<file path="src/rtl/busw_pkg.sv">
package busw_pkg;
    typedef enum logic [1:0] {
        K_REG16 = 2'd0,
        K_REG32 = 2'd1,
        K_BURST = 2'd2
    } kind_e;

    localparam logic [6:0]  OFF_MODE    = 7'h00;
    localparam logic [6:0]  OFF_VER     = 7'h16;
    localparam logic [6:0]  OFF_CTRL    = 7'h18;
    localparam logic [15:0] MODE_PROBE  = 16'h0101;
    localparam logic [15:0] MODE_LE     = 16'h0001;
    localparam logic [15:0] CTRL_SETUP  = 16'h0308;
    localparam logic [15:0] CTRL_IRQS   = 16'h0300;

    function automatic logic [15:0] swap16(input logic [15:0] w);
        return {w[7:0], w[15:8]};
    endfunction
endpackage

</file>
<file path="src/rtl/busw_engine.sv">
module busw_engine
    import busw_pkg::*;
#(
    parameter int AW          = 7,
    parameter int WIN         = 'h40,
    parameter int BURST_BYTES = 32
) (
    input  logic          clk,
    input  logic          rst_n,
    input  logic          narrow,
    input  logic          rswap,
    input  logic          dswap,
    input  logic          start,
    input  kind_e         kind,
    input  logic          we,
    input  logic [AW-1:0] off,
    input  logic [31:0]   wdata,
    output logic          busy,
    output logic          done,
    output logic [31:0]   rdata,
    output logic          rvalid,
    output logic          wtake,
    output logic          bus_stb,
    output logic          bus_we,
    output logic [AW-1:0] bus_addr,
    output logic [15:0]   bus_wdata,
    input  logic [15:0]   bus_rdata
);
    localparam int CW          = $clog2(BURST_BYTES);
    localparam int BURST_WORDS = BURST_BYTES / 2;

    typedef enum logic {E_IDLE, E_RUN} est_e;

    est_e          st;
    logic [CW-1:0] cyc, last;
    kind_e         k_q;
    logic          we_q, done_q, rvalid_q;
    logic [AW-1:0] off_q;
    logic [31:0]   wd_q, rd_q;
    logic          run, word_end;

    function automatic logic [CW-1:0] last_of(input kind_e k, input logic n);
        unique case (k)
            K_REG32: return n ? CW'(3) : CW'(1);
            K_BURST: return n ? CW'(BURST_BYTES - 1) : CW'(BURST_WORDS - 1);
            default: return n ? CW'(1) : CW'(0);
        endcase
    endfunction

    assign run      = (st == E_RUN);
    assign word_end = narrow ? cyc[0] : 1'b1;

    always_ff @(posedge clk) begin
        if (!rst_n) begin
            st <= E_IDLE;
            cyc <= '0;
            last <= '0;
            k_q <= K_REG16;
            we_q <= 1'b0;
            off_q <= '0;
            wd_q <= '0;
            done_q <= 1'b0;
            rvalid_q <= 1'b0;
            rd_q <= '0;
        end else begin
            done_q   <= run && (cyc == last);
            rvalid_q <= run && !we_q && (k_q == K_BURST) && word_end;
            unique case (st)
                E_IDLE: if (start) begin
                    st    <= E_RUN;
                    cyc   <= '0;
                    last  <= last_of(kind, narrow);
                    k_q   <= kind;
                    we_q  <= we;
                    off_q <= off;
                    wd_q  <= wdata;
                    rd_q  <= '0;
                end
                E_RUN: begin
                    cyc <= cyc + 1'b1;
                    if (cyc == last) st <= E_IDLE;
                    if (!we_q) begin
                        if (narrow && k_q == K_BURST) begin
                            if (cyc[0]) rd_q[15:8] <= bus_rdata[7:0];
                            else        rd_q[7:0]  <= bus_rdata[7:0];
                        end else if (narrow) begin
                            rd_q[{cyc[1:0], 3'b000} +: 8] <= bus_rdata[7:0];
                        end else if (k_q == K_BURST) begin
                            rd_q[15:0] <= dswap ? swap16(bus_rdata) : bus_rdata;
                        end else begin
                            rd_q[{cyc[0], 4'b0000} +: 16] <= rswap ? swap16(bus_rdata) : bus_rdata;
                        end
                    end
                end
            endcase
        end
    end

    always_comb begin
        bus_stb   = run;
        bus_we    = we_q;
        wtake     = run && we_q && (k_q == K_BURST) && word_end;
        bus_wdata = 16'h0000;
        if (k_q == K_BURST) begin
            bus_addr = AW'(WIN);
            if (narrow) bus_wdata = {8'h00, cyc[0] ? wdata[15:8] : wdata[7:0]};
            else        bus_wdata = dswap ? swap16(wdata[15:0]) : wdata[15:0];
        end else if (narrow) begin
            bus_addr  = off_q + AW'(cyc);
            bus_wdata = {8'h00, wd_q[{cyc[1:0], 3'b000} +: 8]};
        end else begin
            bus_addr  = off_q + AW'({cyc, 1'b0});
            bus_wdata = rswap ? swap16(wd_q[{cyc[0], 4'b0000} +: 16])
                              : wd_q[{cyc[0], 4'b0000} +: 16];
        end
    end

    assign busy   = run;
    assign done   = done_q;
    assign rdata  = rd_q;
    assign rvalid = rvalid_q;
endmodule

</file>
<file path="src/rtl/busw_init.sv">
module busw_init
    import busw_pkg::*;
#(
    parameter int AW = 7
) (
    input  logic          clk,
    input  logic          rst_n,
    input  logic          narrow,
    input  logic          poll_mode,
    input  logic          eng_done,
    input  logic [15:0]   eng_rdata,
    output logic          start,
    output logic          we,
    output logic [AW-1:0] off,
    output logic [31:0]   wdata,
    output logic          be,
    output logic          is_ready,
    output logic          is_fail,
    output logic [15:0]   version
);
    typedef enum logic [2:0] {
        I_MODE_WR, I_MODE_RD, I_VER, I_CTRL_WR,
        I_CTRL_RD, I_CTRL_SET, I_READY, I_FAIL
    } ist_e;

    ist_e        st, nxt;
    logic        issued;
    logic [15:0] ctrl_q;
    logic        ver_bad;

    assign ver_bad = (eng_rdata == 16'h0000) || (eng_rdata == 16'hFFFF);

    always_ff @(posedge clk) begin
        if (!rst_n) begin
            st      <= I_MODE_WR;
            issued  <= 1'b0;
            be      <= 1'b0;
            ctrl_q  <= '0;
            version <= '0;
        end else begin
            st <= nxt;
            if (eng_done)   issued <= 1'b0;
            else if (start) issued <= 1'b1;
            if (eng_done && st == I_MODE_RD) be      <= (eng_rdata != MODE_LE);
            if (eng_done && st == I_VER)     version <= eng_rdata;
            if (eng_done && st == I_CTRL_RD) ctrl_q  <= eng_rdata;
        end
    end

    always_comb begin
        nxt = st;
        unique case (st)
            I_MODE_WR:  if (eng_done) nxt = narrow ? I_VER : I_MODE_RD;
            I_MODE_RD:  if (eng_done) nxt = I_VER;
            I_VER:      if (eng_done) nxt = ver_bad ? I_FAIL : I_CTRL_WR;
            I_CTRL_WR:  if (eng_done) nxt = poll_mode ? I_READY : I_CTRL_RD;
            I_CTRL_RD:  if (eng_done) nxt = I_CTRL_SET;
            I_CTRL_SET: if (eng_done) nxt = I_READY;
            I_READY:    nxt = I_READY;
            I_FAIL:     nxt = I_FAIL;
        endcase
    end

    always_comb begin
        we    = 1'b0;
        off   = AW'(OFF_MODE);
        wdata = 32'h0;
        unique case (st)
            I_MODE_WR:  begin we = 1'b1; wdata = narrow ? 32'h0 : {16'h0, MODE_PROBE}; end
            I_MODE_RD:  off = AW'(OFF_MODE);
            I_VER:      off = AW'(OFF_VER);
            I_CTRL_WR:  begin we = 1'b1; off = AW'(OFF_CTRL); wdata = {16'h0, CTRL_SETUP}; end
            I_CTRL_RD:  off = AW'(OFF_CTRL);
            I_CTRL_SET: begin we = 1'b1; off = AW'(OFF_CTRL); wdata = {16'h0, ctrl_q | CTRL_IRQS}; end
            default:    ;
        endcase
        start    = !issued && (st != I_READY) && (st != I_FAIL);
        is_ready = (st == I_READY);
        is_fail  = (st == I_FAIL);
    end
endmodule

</file>
<file path="src/rtl/busw_adapter.sv">
module busw_adapter
    import busw_pkg::*;
#(
    parameter int AW          = 7,
    parameter int WIN         = 'h40,
    parameter int BURST_BYTES = 32
) (
    input  logic          clk,
    input  logic          rst_n,
    input  logic          narrow,
    input  logic          poll_mode,
    input  logic          req,
    input  logic [1:0]    req_kind,
    input  logic          req_we,
    input  logic [AW-1:0] req_off,
    input  logic [31:0]   req_wdata,
    output logic          ready,
    output logic          done,
    output logic [31:0]   rdata,
    output logic          rvalid,
    output logic          wtake,
    output logic          init_err,
    output logic          big_endian,
    output logic [3:0]    ver_major,
    output logic [3:0]    ver_minor,
    output logic [7:0]    ver_rev,
    output logic          bus_stb,
    output logic          bus_we,
    output logic [AW-1:0] bus_addr,
    output logic [15:0]   bus_wdata,
    input  logic [15:0]   bus_rdata
);
    logic          eng_busy, eng_done, eng_start, eng_we;
    logic [31:0]   eng_rdata, eng_wdata;
    logic [AW-1:0] eng_off;
    kind_e         eng_kind;
    logic          i_start, i_we, i_ready, i_fail, i_be;
    logic [AW-1:0] i_off;
    logic [31:0]   i_wdata;
    logic [15:0]   i_ver;

    busw_init #(.AW(AW)) u_init (
        .clk(clk), .rst_n(rst_n), .narrow(narrow), .poll_mode(poll_mode),
        .eng_done(eng_done), .eng_rdata(eng_rdata[15:0]),
        .start(i_start), .we(i_we), .off(i_off), .wdata(i_wdata),
        .be(i_be), .is_ready(i_ready), .is_fail(i_fail), .version(i_ver)
    );

    always_comb begin
        if (i_ready) begin
            eng_start = req && !eng_busy;
            eng_kind  = kind_e'(req_kind);
            eng_we    = req_we;
            eng_off   = req_off;
            eng_wdata = req_wdata;
        end else begin
            eng_start = i_start;
            eng_kind  = K_REG16;
            eng_we    = i_we;
            eng_off   = i_off;
            eng_wdata = i_wdata;
        end
    end

    busw_engine #(.AW(AW), .WIN(WIN), .BURST_BYTES(BURST_BYTES)) u_eng (
        .clk(clk), .rst_n(rst_n), .narrow(narrow), .rswap(i_be), .dswap(!i_be),
        .start(eng_start), .kind(eng_kind), .we(eng_we), .off(eng_off),
        .wdata(eng_wdata), .busy(eng_busy), .done(eng_done), .rdata(eng_rdata),
        .rvalid(rvalid), .wtake(wtake), .bus_stb(bus_stb), .bus_we(bus_we),
        .bus_addr(bus_addr), .bus_wdata(bus_wdata), .bus_rdata(bus_rdata)
    );

    assign ready      = i_ready && !eng_busy;
    assign done       = i_ready && eng_done;
    assign rdata      = eng_rdata;
    assign init_err   = i_fail;
    assign big_endian = i_be;
    assign ver_major  = i_ver[15:12];
    assign ver_minor  = i_ver[11:8];
    assign ver_rev    = i_ver[7:0];
endmodule

</file>
<file path="config.mk">
export PLATFORM = sky130hd
export DESIGN_NAME = busw_adapter
export DESIGN_NICKNAME = d
export VERILOG_FILES = /design/src/rtl/busw_pkg.sv /design/src/rtl/busw_engine.sv /design/src/rtl/busw_init.sv /design/src/rtl/busw_adapter.sv
export SDC_FILE = /design/constraint.sdc
export NUM_CORES = 1
export LEC_CHECK = 0
export BUFFER_PORTS_ARGS = -buffer_cell sky130_fd_sc_hd__buf_4
export CORE_ASPECT_RATIO = 1.4
export CORE_MARGIN = 2
export CORE_UTILIZATION = 30
export DETAILED_ROUTE_END_ITERATION = 16
export GPL_ROUTABILITY_DRIVEN = 0
export PLACE_DENSITY = 0.47
export SETUP_SLACK_MARGIN = 0.4
export SLEW_MARGIN = 5
export SYNTH_ARGS = -nofsm -noshare
export SYNTH_HDL_FRONTEND = slang
export SYNTH_SLANG_ARGS = --single-unit
</file>
<file path="constraint.sdc">
create_clock -name clk -period 3.5 [get_ports clk]
set_input_delay 0.35 -clock clk [delete_from_list [all_inputs] [get_ports clk]]
set_output_delay 0.35 -clock clk [all_outputs]
set_load 0.05 [all_outputs]
</file>
* Yosys cells after proc, flatten, opt, wreduce, memory -nomap -nowiden *
Index checks and enable logic that the tools add are counted.

storage, ports and cells
  bits in latches = 0
  memories kept = 0
  memory bits (read-only) = 0
  logic and storage cells = 138
  bits of input ports = 63
  register bits after elaboration = 124
  memory bits (writable) = 0
  output and inout bits = 79

operators by class
  mux-type cells = 51
  multipliers = 0
  equal/unequal tests = 27
  shifts and indexed selects = 6
  reductions and logical operators = 30
  bitwise logic cells = 2
  divide/modulo/power cells = 0
  $lt $le $gt $ge = 0
  add/sub/neg operators = 5

operator list
  cell                                                                      count
  16-bit 2-to-1 mux                                                         11
  32-bit 2-to-1 mux                                                         4
  32-bit case mux with 3 select lines                                       1
  32-bit bitwise mux                                                        2
  32-bit case mux with 2 select lines                                       1
  16-bit by 7-bit variable shift with 32-bit output (first input constant)  1
  8-bit by 7-bit variable shift with 32-bit output (first input constant)   1
  16-bit by 7-bit variable part select with 32-bit output                   1
  32-bit by 6-bit variable part select with 16-bit output                   1
  32-bit by 6-bit variable part select with 8-bit output                    1
  8-bit by 7-bit variable part select with 32-bit output                    1
  5-bit case mux with 2 select lines                                        3
  8-bit 2-to-1 mux                                                          3
  3-bit case mux with 8 select lines                                        1
  3-bit 2-to-1 mux                                                          7
  7-bit 2-to-1 mux                                                          3
  16-bit equality test (second input constant)                              1
  1-bit logical AND                                                         16
  16-bit logical NOT                                                        1
  16-bit by 1-bit != test with 1-bit output (second input constant)         1
  3-bit != test (second input constant)                                     5
  5-bit negator with 7-bit output                                           2
  3-bit equality test (second input constant)                               4
  2-bit by 1-bit != test with 1-bit output (second input constant)          6
  24 further kinds                                                          43

* Longest topological paths before layout *
  depth after elaboration = 8
  gate-level depth with buffers = 10
  mapped depth without buffers = 8

* Modules after synthesis *
From an unflattened synthesis, not the netlist that was laid out.

unflattened totals
  cells, all modules = 956
  area total of the unflattened synthesis = 8180.3 um^2

by module, submodules not included
  module        area an instance (um^2)  seq. area each (um^2)  cells each  instances
  busw_engine   5627.9                   1721.7                 676         1
  busw_init     1838.0                   700.7                  228         1
  busw_adapter  714.4                    0.0                    52          1

* Worst setup path before layout *
No wires, ideal clock.

  kind = input to output
  start point = in narrow
  end point = out bus_wdata[8]
  arrival = 2.892 ns
  required time = 3.150 ns
  path buffers = 2
  slack = 0.258 ns
  stages = 6
  cells stage by stage = buf_2 > clkbuf_1 > nor3_1 > a31oi_1 > a2bb2oi_1 > o311ai_0

on the way
  longest elaborated chain between the ends = 6
  elaborated cells on any way between the ends = 7

RTL lines
  what                                 line                text
  start: declaration                   busw_adapter.sv:10  input logic narrow,
  9-bit 2-to-1 mux                     busw_init.sv:69     I_MODE_WR: begin we = 1'b1; wdata = narrow ? 32'h0 : {16'h0, MODE_PROBE}; end
  32-bit case mux with 3 select lines  busw_init.sv:68     unique case (st)
  32-bit 2-to-1 mux                    busw_adapter.sv:50  if (i_ready) begin
  16-bit 2-to-1 mux                    busw_engine.sv:107  else bus_wdata = dswap ? swap16(wdata[15:0]) : wdata[15:0];
  16-bit 2-to-1 mux                    busw_engine.sv:106  if (narrow) bus_wdata = {8'h00, cyc[0] ? wdata[15:8] : wdata[7:0]};
  16-bit 2-to-1 mux *                  busw_engine.sv:104  if (k_q == K_BURST) begin
  end: declaration                     busw_adapter.sv:30  output logic [15:0] bus_wdata,

Every way passes the cells marked *; elsewhere a longest branch is shown, timed or not.

* Worst setup path in the final report *
  start point = reg u_eng.cyc[0]
  end point = out bus_wdata[4]

on the way
  longest elaborated chain between the ends = 4
  elaborated cells on any way between the ends = 7

RTL lines
  what                                                     line                                    text
  start: declaration                                       busw_engine.sv:35                       logic [CW-1:0] cyc, last;
  start signal: assignment                                 busw_engine.sv:80                       cyc <= cyc + 1'b1;
  32-bit by 6-bit variable part select with 16-bit output  busw_engine.sv:113, busw_engine.sv:114
  16-bit 2-to-1 mux                                        busw_engine.sv:113                      bus_wdata = rswap ? swap16(wd_q[{cyc[0], 4'b0000} +: 16])
  16-bit 2-to-1 mux                                        busw_engine.sv:108                      end else if (narrow) begin
  16-bit 2-to-1 mux *                                      busw_engine.sv:104

Marked as above.

==> flow_summary.yaml <==
outcome:
  outcome: "finished, final reports clean"
synth:
  async_flop_share: 0
  ys_ff_latch: 121
  ys_seq_area_frac: 0.340
  synth-edff-count: 0
  ys_warn_count: 0
  synth_area_um2: 7120
  synth_top_area_frac: 0.340
  syn_nets: 961
  synthCells: 878
  yosys.area.top_type: "dfxtp_1"
  synth_cell_type_count: 65
  avgSynthCellArea_um2: 8.10
  ys.flop_type: "dfxtp_1"
  synth_common_cells: "132 x nand2_1, 121 x dfxtp_1, 96 x a21oi_1, 54 x nor2_1, 41 x o21ai_0"
  synthTopCellsByArea: "dfxtp_1 34%, nand2_1 7.0%, a21oi_1 6.8%"
  synth_most_common_cell: "nand2_1"
flow_run:
  maxCapViolCount: 0
layout:
  fin_cells: 1310
  diodes: 0
  area_growth_pct: 26.9
  nFillCells: 2468
  multiInputGateArea_um2: 4310
  nets: 1075
  regArea_um2: 2420
  fin_util: 0.388
  drive_above_1_share: 0.235
global_routing:
  antenna_found_initial: 0
  grt.total_usage: 0.201
  overflow: 0
  grt_pass1_wl_um: 39000
  grt_pass1_vias: 6779
  grt_max_degree: 50
timing:
  maxSlewHeadroom: 0.198
  fin_crit_ns: 2.89
  tightest_slew_ns: 1.20
  drv_slew: 0
  timing.fmax_mhz: 346
  skew_ns: 0.0114
  finalHoldViolCount: 0
  setup_tns_ns: 0
  setup_viol: 0
  finalCritPeriodShare: 0.826
  rsz0062_at_grt: "yes"
floorplanning:
  die_w_um: 134
  num_rows: 66
  die_h_um: 186
  io_pins: 142
  core_um2: 23300
  dieArea_um2: 25000
  initial_core_util: 0.306
routing:
  drc: 0
  drt_wl_total_um: 25300
  dr.first_iter.drc_count: 577
  post_drt_wl_per_cell_um: 19.3
  drtAntennaViolNets: 0
  detail_route.vias_per_cell: 5.40
  dr.pass1.iters: 5
  route.vias.total: 7075
placed_design:
  placedCellCount: 1279
  portBuffers: 141
  post-dp-hpwl_um: 18400
clocking:
  cts-root-buf: "clkbuf_16"
  numCtsBuffers: 17
  clkSinkCount: 121
  cts_max_path_buffers: 2
  cts-htree-levels: 4
  clk_latency_ns: 0.42
  clk_pin_slew_ns: 0.06
  cts_tree: "yes"
  cts_setup_buffers: 0
critical_path:
  worstReg2RegStart: "u_eng.cyc[0]$_SDFFE_PN0N_"
  startpoint_type: "register"
  startpoint: "u_eng.cyc[0]$_SDFFE_PN0N_"
  critical_path_class: "reg2out"
  cp-end-kind: "output port"
  cp_max_fo: 38
  regToRegSetupSlack_ns: 0.86
  critPathRequiredTime_ns: 3.15
  critPathArrivalTime_ns: 2.54
pwr:
  leakagePower_nw: 3.43
  ir_drop_v: 0.000332
  p_per_area_nw_per_um2: 426
min_path:
  hp-start: "req_wdata[30]"
  hold_path.class: "in2reg"
-- per-layer routing --
layer | part of all wire | GRT usage | wire length [um]
met3 | 0.047 | 0.0350 | 1190
met4 | 0.017 | 0.0619 | 442
met1 | 0.45 | 0.261 | 11400
met5 | 0 | 0 | 0
met2 | 0.48 | 0.342 | 12200
-- power by group --
group	switching (mW)	internal [mW]
logic	0.376	0.214
registers	0.0500	1.41
clock network	0.651	1.15
total	1.08	2.77
-- cells in the final DEF (no fill, tap or decap), types with 3 or more instances in the layout --
cell type / synthesis / final
mux2_2: 15 / 15
clkinvlp_4: 0 / 3
bufinv_16: 0 / 3
a21o_1: 6 / 6
o211ai_1: 7 / 7
ha_1: 18 / 18
nor2b_1: 19 / 18
mux2i_1: 18 / 18
a22oi_1: 39 / 39
nor3_1: 15 / 15
a221oi_1: 3 / 3
a32oi_1: 5 / 5
o221ai_1: 6 / 6
o31ai_1: 9 / 9
and2_1: 5 / 5
nor2_1: 54 / 54
a22o_1: 34 / 34
mux4_2: 11 / 11
o21ai_0: 41 / 41
clkbuf_16: 0 / 17
nand2b_1: 5 / 5
nand3_1: 32 / 32
nand2_1: 132 / 132
or3_1: 3 / 3
inv_1: 14 / 14
clkinv_2: 0 / 4
a21oi_1: 96 / 96
nor4_1: 4 / 4
a31oi_1: 9 / 9
buf_4: 2 / 165
xnor2_1: 8 / 8
and3_1: 5 / 5
dfxtp_1: 121 / 119
nand4_1: 9 / 9
a211oi_1: 22 / 22
xor2_1: 3 / 3
-- sequential cells by signal (all words and copies together), names as in the netlist, 2 cells and up --
name,flops
u_eng.off_q,7
u_eng.k_q,2
u_eng.cyc,5
u_init.ctrl_q,14
u_eng.wd_q,32
u_init.st,3
u_eng.rdata,32
u_eng.last,4
u_init.version,16
-- metrics by stage --
stage          power, mW  cell area [um^2]  worst slack [ns]  hold slack, ns
5_1_grt             4.00              9030             0.392           0.134
6_report            3.85              9030             0.609           0.150
4_1_cts             3.89              9020             0.403           0.132
2_1_floorplan       1.85              7120             0.447           0.432
3_5_place_dp        2.07              8420             0.866           0.448
3_3_place_gp        2.08              8420             0.876           0.442
-- final cells by class --
class                   instances  share of cell area
flip-flops and latches        121               0.268
clock buffers                  19              0.0502
clock inverters                12              0.0166
inverters                      16             0.00665
well taps                     306              0.0424
multi-input cells             670               0.477
repair buffers                166               0.138
-- kinds of logic after synthesis --
logic type	after synthesis	share of synthesized area
AO/OA/AOI/OAI	300	0.279
AND/OR/NAND/NOR	295	0.191
flip-flops	121	0.340
buffers and inverters	87	0.0550
multiplexers	44	0.0839
adder cells (fa/ha/maj)	20	0.0373
XOR/XNOR	11	0.0135
-- critical path, cell delays in order (launching register included) --
cell      delay (ns)
dfxtp_2         0.49
buf_6           0.39
mux4_2          0.54
and2_1          0.16
a311oi_1        0.23
a21oi_1         0.09
buf_4           0.20
-- final timing paths --
check / depth (start not counted) / to
setup reg to reg: 6 / u_eng.rdata[31]$_SDFFE_PN0P_
hold reg to reg: 2 / u_init.version[12]$_SDFFE_PN0P_
hold / removal: 2 / u_eng.wd_q[30]$_SDFFE_PN0P_
setup / recovery: 6 / bus_wdata[4]
-- what timing repair did --
item	4_1_cts	5_1_grt
hold buffers	0	0
gates resized for setup	0	3
endpoints found under the setup margin	0	6
Power figures use the tool's default switching activity.
